<file path="src/rtl/dcsp_pkg.sv">
package dcsp_pkg;
   localparam int BYTE_W = 8;

   // User of the single data-array port in a given cycle
   typedef enum logic [1:0] {
      ACC_NONE  = 2'd0,
      ACC_STORE = 2'd1,
      ACC_FILL  = 2'd2,
      ACC_LOAD  = 2'd3
   } acc_kind_e;
endpackage

</file>
<file path="src/rtl/dcsp_tag_array.sv">
module dcsp_tag_array #(
   parameter int IDX_W = 4,
   parameter int TAG_W = 8,
   parameter int NRD   = 2
) (
   input  logic                       clk,
   input  logic                       rst_n,
   input  logic                       fill_en,
   input  logic [IDX_W-1:0]           fill_idx,
   input  logic [TAG_W-1:0]           fill_tag,
   input  logic [NRD-1:0]             rd_en,
   input  logic [NRD-1:0][IDX_W-1:0]  rd_idx,
   output logic [NRD-1:0]             rd_vld,
   output logic [NRD-1:0][TAG_W-1:0]  rd_tag
);
   localparam int NL = 1 << IDX_W;

   logic [NL-1:0]    vld_q;
   logic [TAG_W-1:0] tag_q [NL];

   always_ff @(posedge clk or negedge rst_n) begin
      if (!rst_n)       vld_q           <= '0;
      else if (fill_en) vld_q[fill_idx] <= 1'b1;
   end

   always_ff @(posedge clk) begin
      if (fill_en) tag_q[fill_idx] <= fill_tag;
   end

   // One registered read port per requester; reads see the pre-edge state
   for (genvar p = 0; p < NRD; p++) begin : g_rd
      always_ff @(posedge clk or negedge rst_n) begin
         if (!rst_n)        rd_vld[p] <= 1'b0;
         else if (rd_en[p]) rd_vld[p] <= vld_q[rd_idx[p]];
      end
      always_ff @(posedge clk) begin
         if (rd_en[p]) rd_tag[p] <= tag_q[rd_idx[p]];
      end
   end
endmodule

</file>
<file path="src/rtl/dcsp_data_array.sv">
module dcsp_data_array #(
   parameter int IDX_W = 4,
   parameter int NB    = 4
) (
   input  logic                          clk,
   input  logic                          wr_en,
   input  logic [NB-1:0]                 wr_be,
   input  logic                          rd_en,
   input  logic [IDX_W-1:0]              idx,
   input  logic [NB*dcsp_pkg::BYTE_W-1:0] wdata,
   output logic [NB*dcsp_pkg::BYTE_W-1:0] rdata
);
   localparam int NL = 1 << IDX_W;
   localparam int BW = dcsp_pkg::BYTE_W;

   // Single port, split into independently enabled byte lanes
   for (genvar b = 0; b < NB; b++) begin : g_lane
      logic [BW-1:0] mem [NL];
      logic [BW-1:0] rd_q;
      always_ff @(posedge clk) begin
         if (wr_en && wr_be[b]) mem[idx] <= wdata[b*BW +: BW];
         if (rd_en)             rd_q     <= mem[idx];
      end
      assign rdata[b*BW +: BW] = rd_q;
   end
endmodule

</file>
<file path="src/rtl/dcsp_interlock.sv">
module dcsp_interlock #(
   parameter int DIST = 2
) (
   input  logic clk,
   input  logic rst_n,
   input  logic st_issue,
   output logic ld_block
);
   if (DIST < 1) begin : g_bad_dist
      $error("dcsp_interlock: DIST must be at least 1");
   end

   if (DIST == 1) begin : g_one
      logic q;
      always_ff @(posedge clk or negedge rst_n) begin
         if (!rst_n) q <= 1'b0;
         else        q <= st_issue;
      end
      assign ld_block = q;
   end else begin : g_chain
      logic [DIST-1:0] sh_q;
      always_ff @(posedge clk or negedge rst_n) begin
         if (!rst_n) sh_q <= '0;
         else        sh_q <= {sh_q[DIST-2:0], st_issue};
      end
      assign ld_block = sh_q[DIST-1];
   end
endmodule

</file>
<file path="src/rtl/dcache_store_pipe.sv">
module dcache_store_pipe
   import dcsp_pkg::*;
#(
   parameter int ADDR_W = 12,
   parameter int DATA_W = 32,
   parameter int IDX_W  = 4
) (
   input  logic                 clk,
   input  logic                 rst_n,
   input  logic                 st_issue,
   input  logic [ADDR_W-1:0]    st_addr,
   input  logic [DATA_W-1:0]    st_wdata,
   input  logic [DATA_W/8-1:0]  st_be,
   input  logic                 ld_issue,
   input  logic [ADDR_W-1:0]    ld_addr,
   input  logic                 fill_vld,
   input  logic [ADDR_W-1:0]    fill_addr,
   input  logic [DATA_W-1:0]    fill_data,
   output logic                 ld_block,
   output logic                 dwr_en,
   output logic                 st_miss,
   output logic [ADDR_W-1:0]    st_miss_addr,
   output logic                 ld_rsp_vld,
   output logic                 ld_hit,
   output logic [DATA_W-1:0]    ld_rdata
);
   localparam int NB       = DATA_W / BYTE_W;
   localparam int TAG_W    = ADDR_W - IDX_W;
   localparam int WR_STAGE = 2;   // cycles from issue to data write
   localparam int P_ST     = 0;   // tag read port of the store stream
   localparam int P_LD     = 1;   // tag read port of the load stream

   if (DATA_W % BYTE_W != 0) begin : g_bad_data
      $error("dcache_store_pipe: DATA_W must be a whole number of bytes");
   end
   if (IDX_W < 1 || IDX_W >= ADDR_W) begin : g_bad_idx
      $error("dcache_store_pipe: IDX_W must lie in 1..ADDR_W-1");
   end

   // ---------------- stage 1: tag reads ----------------
   logic                       ld_acc;
   logic [1:0]                 trd_en;
   logic [1:0][IDX_W-1:0]      trd_idx;
   logic [1:0]                 trd_vld;
   logic [1:0][TAG_W-1:0]      trd_tag;

   assign ld_acc           = ld_issue & ~ld_block;
   assign trd_en[P_ST]     = st_issue;
   assign trd_en[P_LD]     = ld_acc;
   assign trd_idx[P_ST]    = st_addr[IDX_W-1:0];
   assign trd_idx[P_LD]    = ld_addr[IDX_W-1:0];

   dcsp_tag_array #(
      .IDX_W (IDX_W),
      .TAG_W (TAG_W),
      .NRD   (2)
   ) u_tags (
      .clk      (clk),
      .rst_n    (rst_n),
      .fill_en  (fill_vld),
      .fill_idx (fill_addr[IDX_W-1:0]),
      .fill_tag (fill_addr[ADDR_W-1:IDX_W]),
      .rd_en    (trd_en),
      .rd_idx   (trd_idx),
      .rd_vld   (trd_vld),
      .rd_tag   (trd_tag)
   );

   // ---------------- stage 2: hit compare ----------------
   logic              s2_vld;
   logic [ADDR_W-1:0] s2_addr;
   logic [DATA_W-1:0] s2_data;
   logic [NB-1:0]     s2_be;
   logic              s2_hit;

   always_ff @(posedge clk or negedge rst_n) begin
      if (!rst_n) s2_vld <= 1'b0;
      else        s2_vld <= st_issue;
   end
   always_ff @(posedge clk) begin
      if (st_issue) begin
         s2_addr <= st_addr;
         s2_data <= st_wdata;
         s2_be   <= st_be;
      end
   end

   assign s2_hit = s2_vld & trd_vld[P_ST] &
                   (trd_tag[P_ST] == s2_addr[ADDR_W-1:IDX_W]);

   // ---------------- stage 3: data write ----------------
   logic              s3_vld;
   logic              s3_hit;
   logic [ADDR_W-1:0] s3_addr;
   logic [DATA_W-1:0] s3_data;
   logic [NB-1:0]     s3_be;

   always_ff @(posedge clk or negedge rst_n) begin
      if (!rst_n) begin
         s3_vld <= 1'b0;
         s3_hit <= 1'b0;
      end else begin
         s3_vld <= s2_vld;
         s3_hit <= s2_hit;
      end
   end
   always_ff @(posedge clk) begin
      if (s2_vld) begin
         s3_addr <= s2_addr;
         s3_data <= s2_data;
         s3_be   <= s2_be;
      end
   end

   assign dwr_en       = s3_vld & s3_hit;
   assign st_miss      = s3_vld & ~s3_hit;
   assign st_miss_addr = s3_addr;

   // ---------------- data-array port arbitration ----------------
   acc_kind_e         kind;
   logic              d_we;
   logic              d_re;
   logic [NB-1:0]     d_be;
   logic [IDX_W-1:0]  d_idx;
   logic [DATA_W-1:0] d_wdata;
   logic [DATA_W-1:0] d_rdata;

   always_comb begin
      if (dwr_en)        kind = ACC_STORE;
      else if (fill_vld) kind = ACC_FILL;
      else if (ld_acc)   kind = ACC_LOAD;
      else               kind = ACC_NONE;
   end

   always_comb begin
      d_we    = 1'b0;
      d_re    = 1'b0;
      d_be    = '0;
      d_idx   = ld_addr[IDX_W-1:0];
      d_wdata = s3_data;
      unique case (kind)
         ACC_STORE: begin
            d_we  = 1'b1;
            d_be  = s3_be;
            d_idx = s3_addr[IDX_W-1:0];
         end
         ACC_FILL: begin
            d_we    = 1'b1;
            d_be    = '1;
            d_idx   = fill_addr[IDX_W-1:0];
            d_wdata = fill_data;
         end
         ACC_LOAD: d_re = 1'b1;
         default:  d_re = 1'b0;
      endcase
   end

   dcsp_data_array #(
      .IDX_W (IDX_W),
      .NB    (NB)
   ) u_data (
      .clk   (clk),
      .wr_en (d_we),
      .wr_be (d_be),
      .rd_en (d_re),
      .idx   (d_idx),
      .wdata (d_wdata),
      .rdata (d_rdata)
   );

   // ---------------- load response ----------------
   logic             lr_vld;
   logic [TAG_W-1:0] lr_tag;

   always_ff @(posedge clk or negedge rst_n) begin
      if (!rst_n) lr_vld <= 1'b0;
      else        lr_vld <= ld_acc;
   end
   always_ff @(posedge clk) begin
      if (ld_acc) lr_tag <= ld_addr[ADDR_W-1:IDX_W];
   end

   assign ld_rsp_vld = lr_vld;
   assign ld_hit     = lr_vld & trd_vld[P_LD] & (trd_tag[P_LD] == lr_tag);
   assign ld_rdata   = d_rdata;

   // ---------------- issue interlock ----------------
   dcsp_interlock #(
      .DIST (WR_STAGE)
   ) u_lock (
      .clk      (clk),
      .rst_n    (rst_n),
      .st_issue (st_issue),
      .ld_block (ld_block)
   );
endmodule

</file>
<file path="config.mk">
export PLATFORM = sky130hd
export DESIGN_NAME = dcache_store_pipe
export DESIGN_NICKNAME = d
export VERILOG_FILES = /design/src/rtl/dcsp_pkg.sv /design/src/rtl/dcsp_tag_array.sv /design/src/rtl/dcsp_data_array.sv /design/src/rtl/dcsp_interlock.sv /design/src/rtl/dcache_store_pipe.sv
export SDC_FILE = /design/constraint.sdc
export NUM_CORES = 1
export LEC_CHECK = 0
export ABC_AREA = 1
export ABC_CLOCK_PERIOD_IN_PS = 6500
export CORE_MARGIN = 2
export CORE_UTILIZATION = 39
export DETAILED_ROUTE_END_ITERATION = 7
export DONT_BUFFER_PORTS = 1
export PLACE_DENSITY_LB_ADDON = 0.25
export SLEW_MARGIN = 40
export SYNTH_ARGS = -nofsm -noshare
export SYNTH_HDL_FRONTEND = slang
export SYNTH_SLANG_ARGS = --single-unit
</file>
<file path="constraint.sdc">
create_clock -name clk -period 6.5 [get_ports clk]
set_clock_uncertainty 0.2 [all_clocks]
set_input_delay 1.3 -clock clk [delete_from_list [all_inputs] [get_ports clk]]
set_output_delay 1.3 -clock clk [all_outputs]
set_load 0.005 [all_outputs]
</file>
# Yosys cells after proc, flatten, opt, wreduce, memory -nomap -nowiden
# Memories as Yosys holds them, arrays and structs flattened. A register that Yosys moved wholly into a read port is not among the register bits.
# Index checks and enable logic that the tools add are counted.
[word_totals]
mem_count = 5
inputBits = 109
reg_bits = 128
latchBits = 0
ramBits = 640
rom_bits = 0
[memory_table]
columns = ["name", "depth", "width", "rd", "rd_ports_with_merged_regs", "write_ports", "line_no", "source"]
rows = [
  ["u_data.g_lane[0].mem", 16, 8, 1, 1, 1, "dcsp_data_array.sv:18", "logic [BW-1:0] mem [NL];"],
  ["u_data.g_lane[1].mem", 16, 8, 1, 1, 1, "dcsp_data_array.sv:18", ""],
  ["u_data.g_lane[2].mem", 16, 8, 1, 1, 1, "dcsp_data_array.sv:18", ""],
  ["u_data.g_lane[3].mem", 16, 8, 1, 1, 1, "dcsp_data_array.sv:18", ""],
  ["u_tags.tag_q", 16, 8, 2, 2, 1, "dcsp_tag_array.sv:19", "logic [TAG_W-1:0] tag_q [NL];"],
]
[classes]
shifts = 0
multipliers = 0
div = 0
muxes = 24
n_bitwise = 10
order_cmp = 4
eq_ne = 5
add_sub_neg = 0
n_reduce_logical = 6
[ops]
columns = ["cell", "n"]
rows = [
  ["32-bit 2-to-1 mux", 1],
  ["8-bit equality test", 2],
  ["16-bit bitwise OR", 1],
  ["4-bit case mux with 2 select lines", 2],
  ["4-bit by 5-bit < comparator with 1-bit output, second input constant", 3],
  ["1-bit 2-to-1 mux", 15],
  ["1-bit binary-select mux with 4-bit select", 2],
  ["1-bit bitwise AND", 7],
  ["2-bit 2-to-1 mux", 3],
  ["1-bit logical AND", 5],
  ["1-bit demux with 4-bit select", 1],
  ["2-bit equality test, second input constant", 2],
  ["4-bit by 1-bit greater-or-equal comparator with 1-bit output, second input constant", 1],
  ["2-bit by 1-bit equality test with 1-bit output, second input constant", 1],
  ["1-bit inverter", 2],
  ["2-bit OR reduction", 1],
]

# Depth between registers and ports, before layout
[logic_depth]
word_depth = 11
depth_mapped = 14
depth_no_buf = 12

# Modules after synthesis
# A second synthesis with hierarchy kept.
[unflattened]
cells_unflattened = 3282
area_unflattened_um2 = 34889.7
[by_module_without_submodules]
columns = ["module", "seq_area_each_um2", "area_per_inst_um2", "instances", "cells_each"]
rows = [
  ["dcsp_data_array", 16335.7, 22718.0, 1, 2184],
  ["dcsp_tag_array", 4774.6, 7965.1, 1, 775],
  ["dcache_store_pipe", 3223.1, 4156.5, 1, 321],
  ["dcsp_interlock", 50.0, 50.0, 1, 2],
]

# Least setup slack after synthesis
# No wires, ideal clock.
[synth_path]
kind = "input to register"
startpoint = "input port fill_vld"
endpoint = "register u_data.g_lane[0].rd_q[0] (read register of u_data.g_lane[0].mem), enable pin"
path_slack_ps = 3039
arrival_ps = 2840
path_stages = 2
path_cell_list = "buf_4 -> nor2_1"
[synth_via]
elab_chain_len = 4
word_cells_on_any_way = 7
cone_classes = "3 x eq/ne; 4 x mux"
[synth_rtl]
columns = ["item", "line_no", "source"]
rows = [
  ["from (decl)", "dcache_store_pipe.sv:16", "input logic fill_vld,"],
  ["2-bit 2-to-1 mux *", "dcache_store_pipe.sv:130", "else if (fill_vld) kind = ACC_FILL;"],
  ["2-bit 2-to-1 mux *", "dcache_store_pipe.sv:129", "if (dwr_en) kind = ACC_STORE;"],
  ["2-bit equality test or 2-bit by 1-bit equality test with 1-bit output (tied branches)", "dcache_store_pipe.sv:141", "unique case (kind)"],
  ["4-bit case mux with 2 select lines or 1-bit 2-to-1 mux (tied branches)", "dcache_store_pipe.sv:141", ""],
  ["to (decl)", "dcsp_data_array.sv:19", "logic [BW-1:0] rd_q;"],
]
# Mark *: on every way between the ends. The rest lies on a longest branch, timed or not.
# A chain may end at the register's enable or synchronous reset.

# Final worst setup path
[layout_path]
startpoint = "register s3_vld"
endpoint = "memory u_data.g_lane[3].mem[15][5] (netlist bit), enable pin"
[layout_via]
elab_chain_len = 8
word_cells_on_any_way = 11
cone_classes = "2 x eq/ne; 6 x mux; 1 x bitwise; 2 x reduce/logical"
[layout_rtl]
columns = ["item", "line_no", "source"]
rows = [
  ["from (decl)", "dcache_store_pipe.sv:92", "logic s3_vld;"],
  ["from (signal assigned)", "dcache_store_pipe.sv:103", "s3_vld <= s2_vld;"],
  ["1-bit bitwise AND *", "dcache_store_pipe.sv:115", "assign dwr_en = s3_vld & s3_hit;"],
  ["2-bit 2-to-1 mux *", "dcache_store_pipe.sv:129", ""],
  ["2-bit equality test or 2-bit by 1-bit equality test with 1-bit output (tied branches)", "dcache_store_pipe.sv:141", ""],
  ["2-bit OR reduction (no source line)", "--", ""],
  ["1-bit 2-to-1 mux", "dcache_store_pipe.sv:141", ""],
  ["1-bit logical AND", "dcsp_data_array.sv:21", "if (wr_en && wr_be[b]) mem[idx] <= wdata[b*BW +: BW];"],
  ["1-bit 2-to-1 mux", "dcsp_data_array.sv:21", ""],
  ["1-bit 2-to-1 mux (not written as such)", "dcsp_data_array.sv:21", ""],
  ["to (decl)", "dcsp_data_array.sv:18", ""],
]
# Marked as above.

==> impl_metrics.env <==
export IMPL_status="completed"
export IMPL_nets=3252
export IMPL_routedWlPerCell_um=22.4
export IMPL_synth_area_leaders="edfxtp_1, nand2_1, nand4_1, o21ai_0, nor2_1"
export IMPL_die_area_um2=92300
export IMPL_place_hpwl_mm=58.2
export IMPL_cp_start_kind="flop"
export IMPL_die_w_um=304
export IMPL_crit_slowest_cell="nor2_1"
export IMPL_path_class="reg2reg"
export IMPL_syn_area_um2=35100
export IMPL_syn_area_per_cell_um2=10.8
export IMPL_dr_pass1_iters=5
export IMPL_peakVddDrop_mv=0.209
export IMPL_initial_utilization_pct=39.5
export IMPL_hold_ws_ps=156
export IMPL_ys_seq_area_share_pct=69.4
export IMPL_yosysWarningCount=0
export IMPL_hold_viol_final=0
export IMPL_fin_crit_ps=4080
export IMPL_maxSlewHeadroom_pct=41.4
export IMPL_synth_top_cell_area_share_pct=67.8
export IMPL_max_cap_viol_count=0
export IMPL_leakagePower_nw=14.8
export IMPL_wl_mm=97.9
export IMPL_yosys_top_cells_count="nand2_1, edfxtp_1, nand4_1"
export IMPL_crit_path_max_fanout=36
export IMPL_layout_drive_gt1_share_pct=7.54
export IMPL_insertedDiodeCount=0
export IMPL_cp_buffers_inverters=2
export IMPL_root_buffer="clkbuf_16"
export IMPL_synthCells=3240
export IMPL_clkSinkCount=814
export IMPL_grt_pass1_wl_mm=147
export IMPL_finalSetupViolations=0
export IMPL_arrival_ps=4120
export IMPL_critPathCaptureType="flop"
export IMPL_finish_utilization_pct=43.7
export IMPL_clk_latency_ps=630
export IMPL_placed_cell_area_um2=36000
export IMPL_drc=0
export IMPL_max_clock_path_buffers=3
export IMPL_cts_tree="yes"
export IMPL_synth_edf_count=792
export IMPL_clkPwrFrac_pct=40.8
export IMPL_p_int_mw=9.06
export IMPL_drv_slew=0
export IMPL_sw_frac_of_total_pct=23.7
export IMPL_combinationalPowerShare_pct=7.9
export IMPL_n_fill_cell=8211
export IMPL_ys_ff_latch=814
export IMPL_power_switching_mw=2.81
export IMPL_routabilityCongestion=0.838
export IMPL_ys_flop_type="edfxtp_1"
export IMPL_critPathRequiredTime_ps=6540
export IMPL_syn2layout_area_growth_pct=10.7
export IMPL_synth_cell_types=36
export IMPL_cts_buffers_inserted=86
export IMPL_antenna_found_initial=4
export IMPL_dieHeight_um=304
export IMPL_grt_max_degree=174
export IMPL_pwr_share_seq_pct=51.3
export IMPL_synth_area_leader_cell="edfxtp_1"
export IMPL_cts_resized=0
export IMPL_tightest_slew_ps=877
export IMPL_timing_fmax_ghz=0.245
export IMPL_vias=23374
export IMPL_crit_chain="nand2_4 > nand2_4 > o21ai_2 > nor2_4 > inv_4 > nand2_1 > inv_2 > nand2_1 > nor2_1"
export IMPL_h_tree_depth=3
export IMPL_path_clk_slew_ps=60
export IMPL_max_stage_delay_ps=760
export IMPL_io_pins=158
export IMPL_cts_setup_buffers=0
export IMPL_synth_most_common_cell="nand2_1"
export IMPL_drt_antenna_violating_nets=0
export IMPL_min_path_type="in2async"
export IMPL_p_per_area_nw_per_um2=306
export IMPL_stdcell_area_um2=38800
export IMPL_vias_per_cell=5.34
export IMPL_finalSetupTns_ps=0
export IMPL_synth_nets=3349
export IMPL_row_count=109
export IMPL_grt_overflow_total=0
export IMPL_port_buffers=0
export IMPL_grt_pass1_vias=22870
export IMPL_finalCritPeriodShare_pct=62.7
export IMPL_drtIter0Drc=2327
export IMPL_synth_async_reset_ratio_pct=2.70
export IMPL_cp_top_family="simple AND/OR/NAND/NOR gates"
export IMPL_grt_use_total_pct=20.8
export IMPL_rsz0062_at_grt="false"
export IMPL_core_area_um2=88800
export IMPL_postCtsHoldBufs=0
[worst register-to-register path, cell delays in order (launching register included)]
cell and delay, ps:
dfrtp_1 520, nand2_4 290, nand2_4 340, o21ai_2 290, nor2_4 80, inv_4 120
nand2_1 130, inv_2 520, nand2_1 430, nor2_1 760
[worst paths after layout]
check	start	to	slack (ps)	cells after the start
max	s3_vld	u_data.g_lane[3].mem[15][5]	2420	9
min	rst_n	u_tags.vld_q[5]	160	0
max reg2reg	s3_vld	u_data.g_lane[3].mem[15][5]	2420	9
min reg2reg	s2_data[17]	s3_data[17]	210	0
max in group asynchronous	rst_n	u_lock.g_chain.sh_q[0]	5840	0
min in group clk	s2_data[17]	s3_data[17]	210	0
[cell families (layout without fill, tap and decap cells)]
kind of cell / Yosys count / in the layout / share of synthesized area (%)
flops: 814 / 814 / 69.4
simple gates: 1750 / 1750 / 21.1
compound gates: 323 / 323 / 5.11
xor+xnor: 10 / 10 / 0.250
buf+inv: 343 / 313 / 4.17
[power by group through the flow]
stage	Sequential [mW]	Clock, mW	Combinational, mW
6_report	6.09	4.84	0.937
3_5_place_dp	6.20	0	0.936
4_1_cts	6.09	4.92	0.940
3_3_place_gp	6.20	0	0.925
2_1_floorplan	6.17	0	0.643
5_1_grt	6.11	5.12	1.04
[metal layers]
metal / up-vias / track usage [%] / part of all wire (%) / routed length, µm
met5: - / 0 / 0.046 / 45
met4: 8 / 6.33 / 2.6 / 2580
met3: 139 / 3.36 / 6.3 / 6190
met2: 802 / 34.5 / 48 / 47200
met1: 11377 / 28.1 / 43 / 41900
li1: 11048 / - / - / -
[state kept, by name, summed over array words and instances, names as in the netlist, 12 cells and up]
signal,count
u_tags.rd_tag,16
s2_addr,12
u_tags.tag_q,128
st_miss_addr,12
u_data.g_lane.rd_q,32
u_data.g_lane.mem,512
s3_data,32
u_tags.vld_q,16
s2_data,32
[stage by stage]
| step | setup WS [ps] | std cells | power, mW |
|---|---|---|---|
| after floorplan | 3040 | 3240 | 6.81 |
| after global routing | 2190 | 4375 | 12.3 |
| after detailed placement | 1890 | 4219 | 7.14 |
| after CTS | 2310 | 4374 | 11.9 |
| final | 2420 | 4375 | 11.9 |
| after global placement | 1840 | 4218 | 7.12 |
[cell type report]
cell class              instances  area [µm²]  share of cell area, %
flip-flops and latches        814       24300                   62.7
clock inverters                46         428                   1.10
repair buffers                 31         350                  0.902
inverters                     127         484                   1.25
well taps                    1165        1460                   3.75
multi-input cells            2083        9450                   24.3
clock buffers                 109        2320                   5.98
[cells in the final DEF, fill, tap and decap left out, types with 6 or more instances in the layout]
cell type / Yosys / routed
buf_4: 9 / 20
nand4_1: 257 / 257
inv_2: 5 / 6
bufinv_16: 0 / 7
nand3_1: 19 / 19
clkinv_2: 0 / 15
a21oi_1: 66 / 66
dfrtp_1: 22 / 21
inv_1: 118 / 114
o221ai_1: 33 / 33
nand2_1: 1282 / 1282
clkbuf_16: 0 / 89
edfxtp_1: 792 / 792
or2_2: 13 / 13
xnor2_1: 8 / 8
nor2_2: 1 / 44
clkbuf_1: 89 / 18
o21ai_0: 203 / 203
clkinv_1: 2 / 20
nor2_1: 163 / 119
Power figures use the tool's default switching activity.
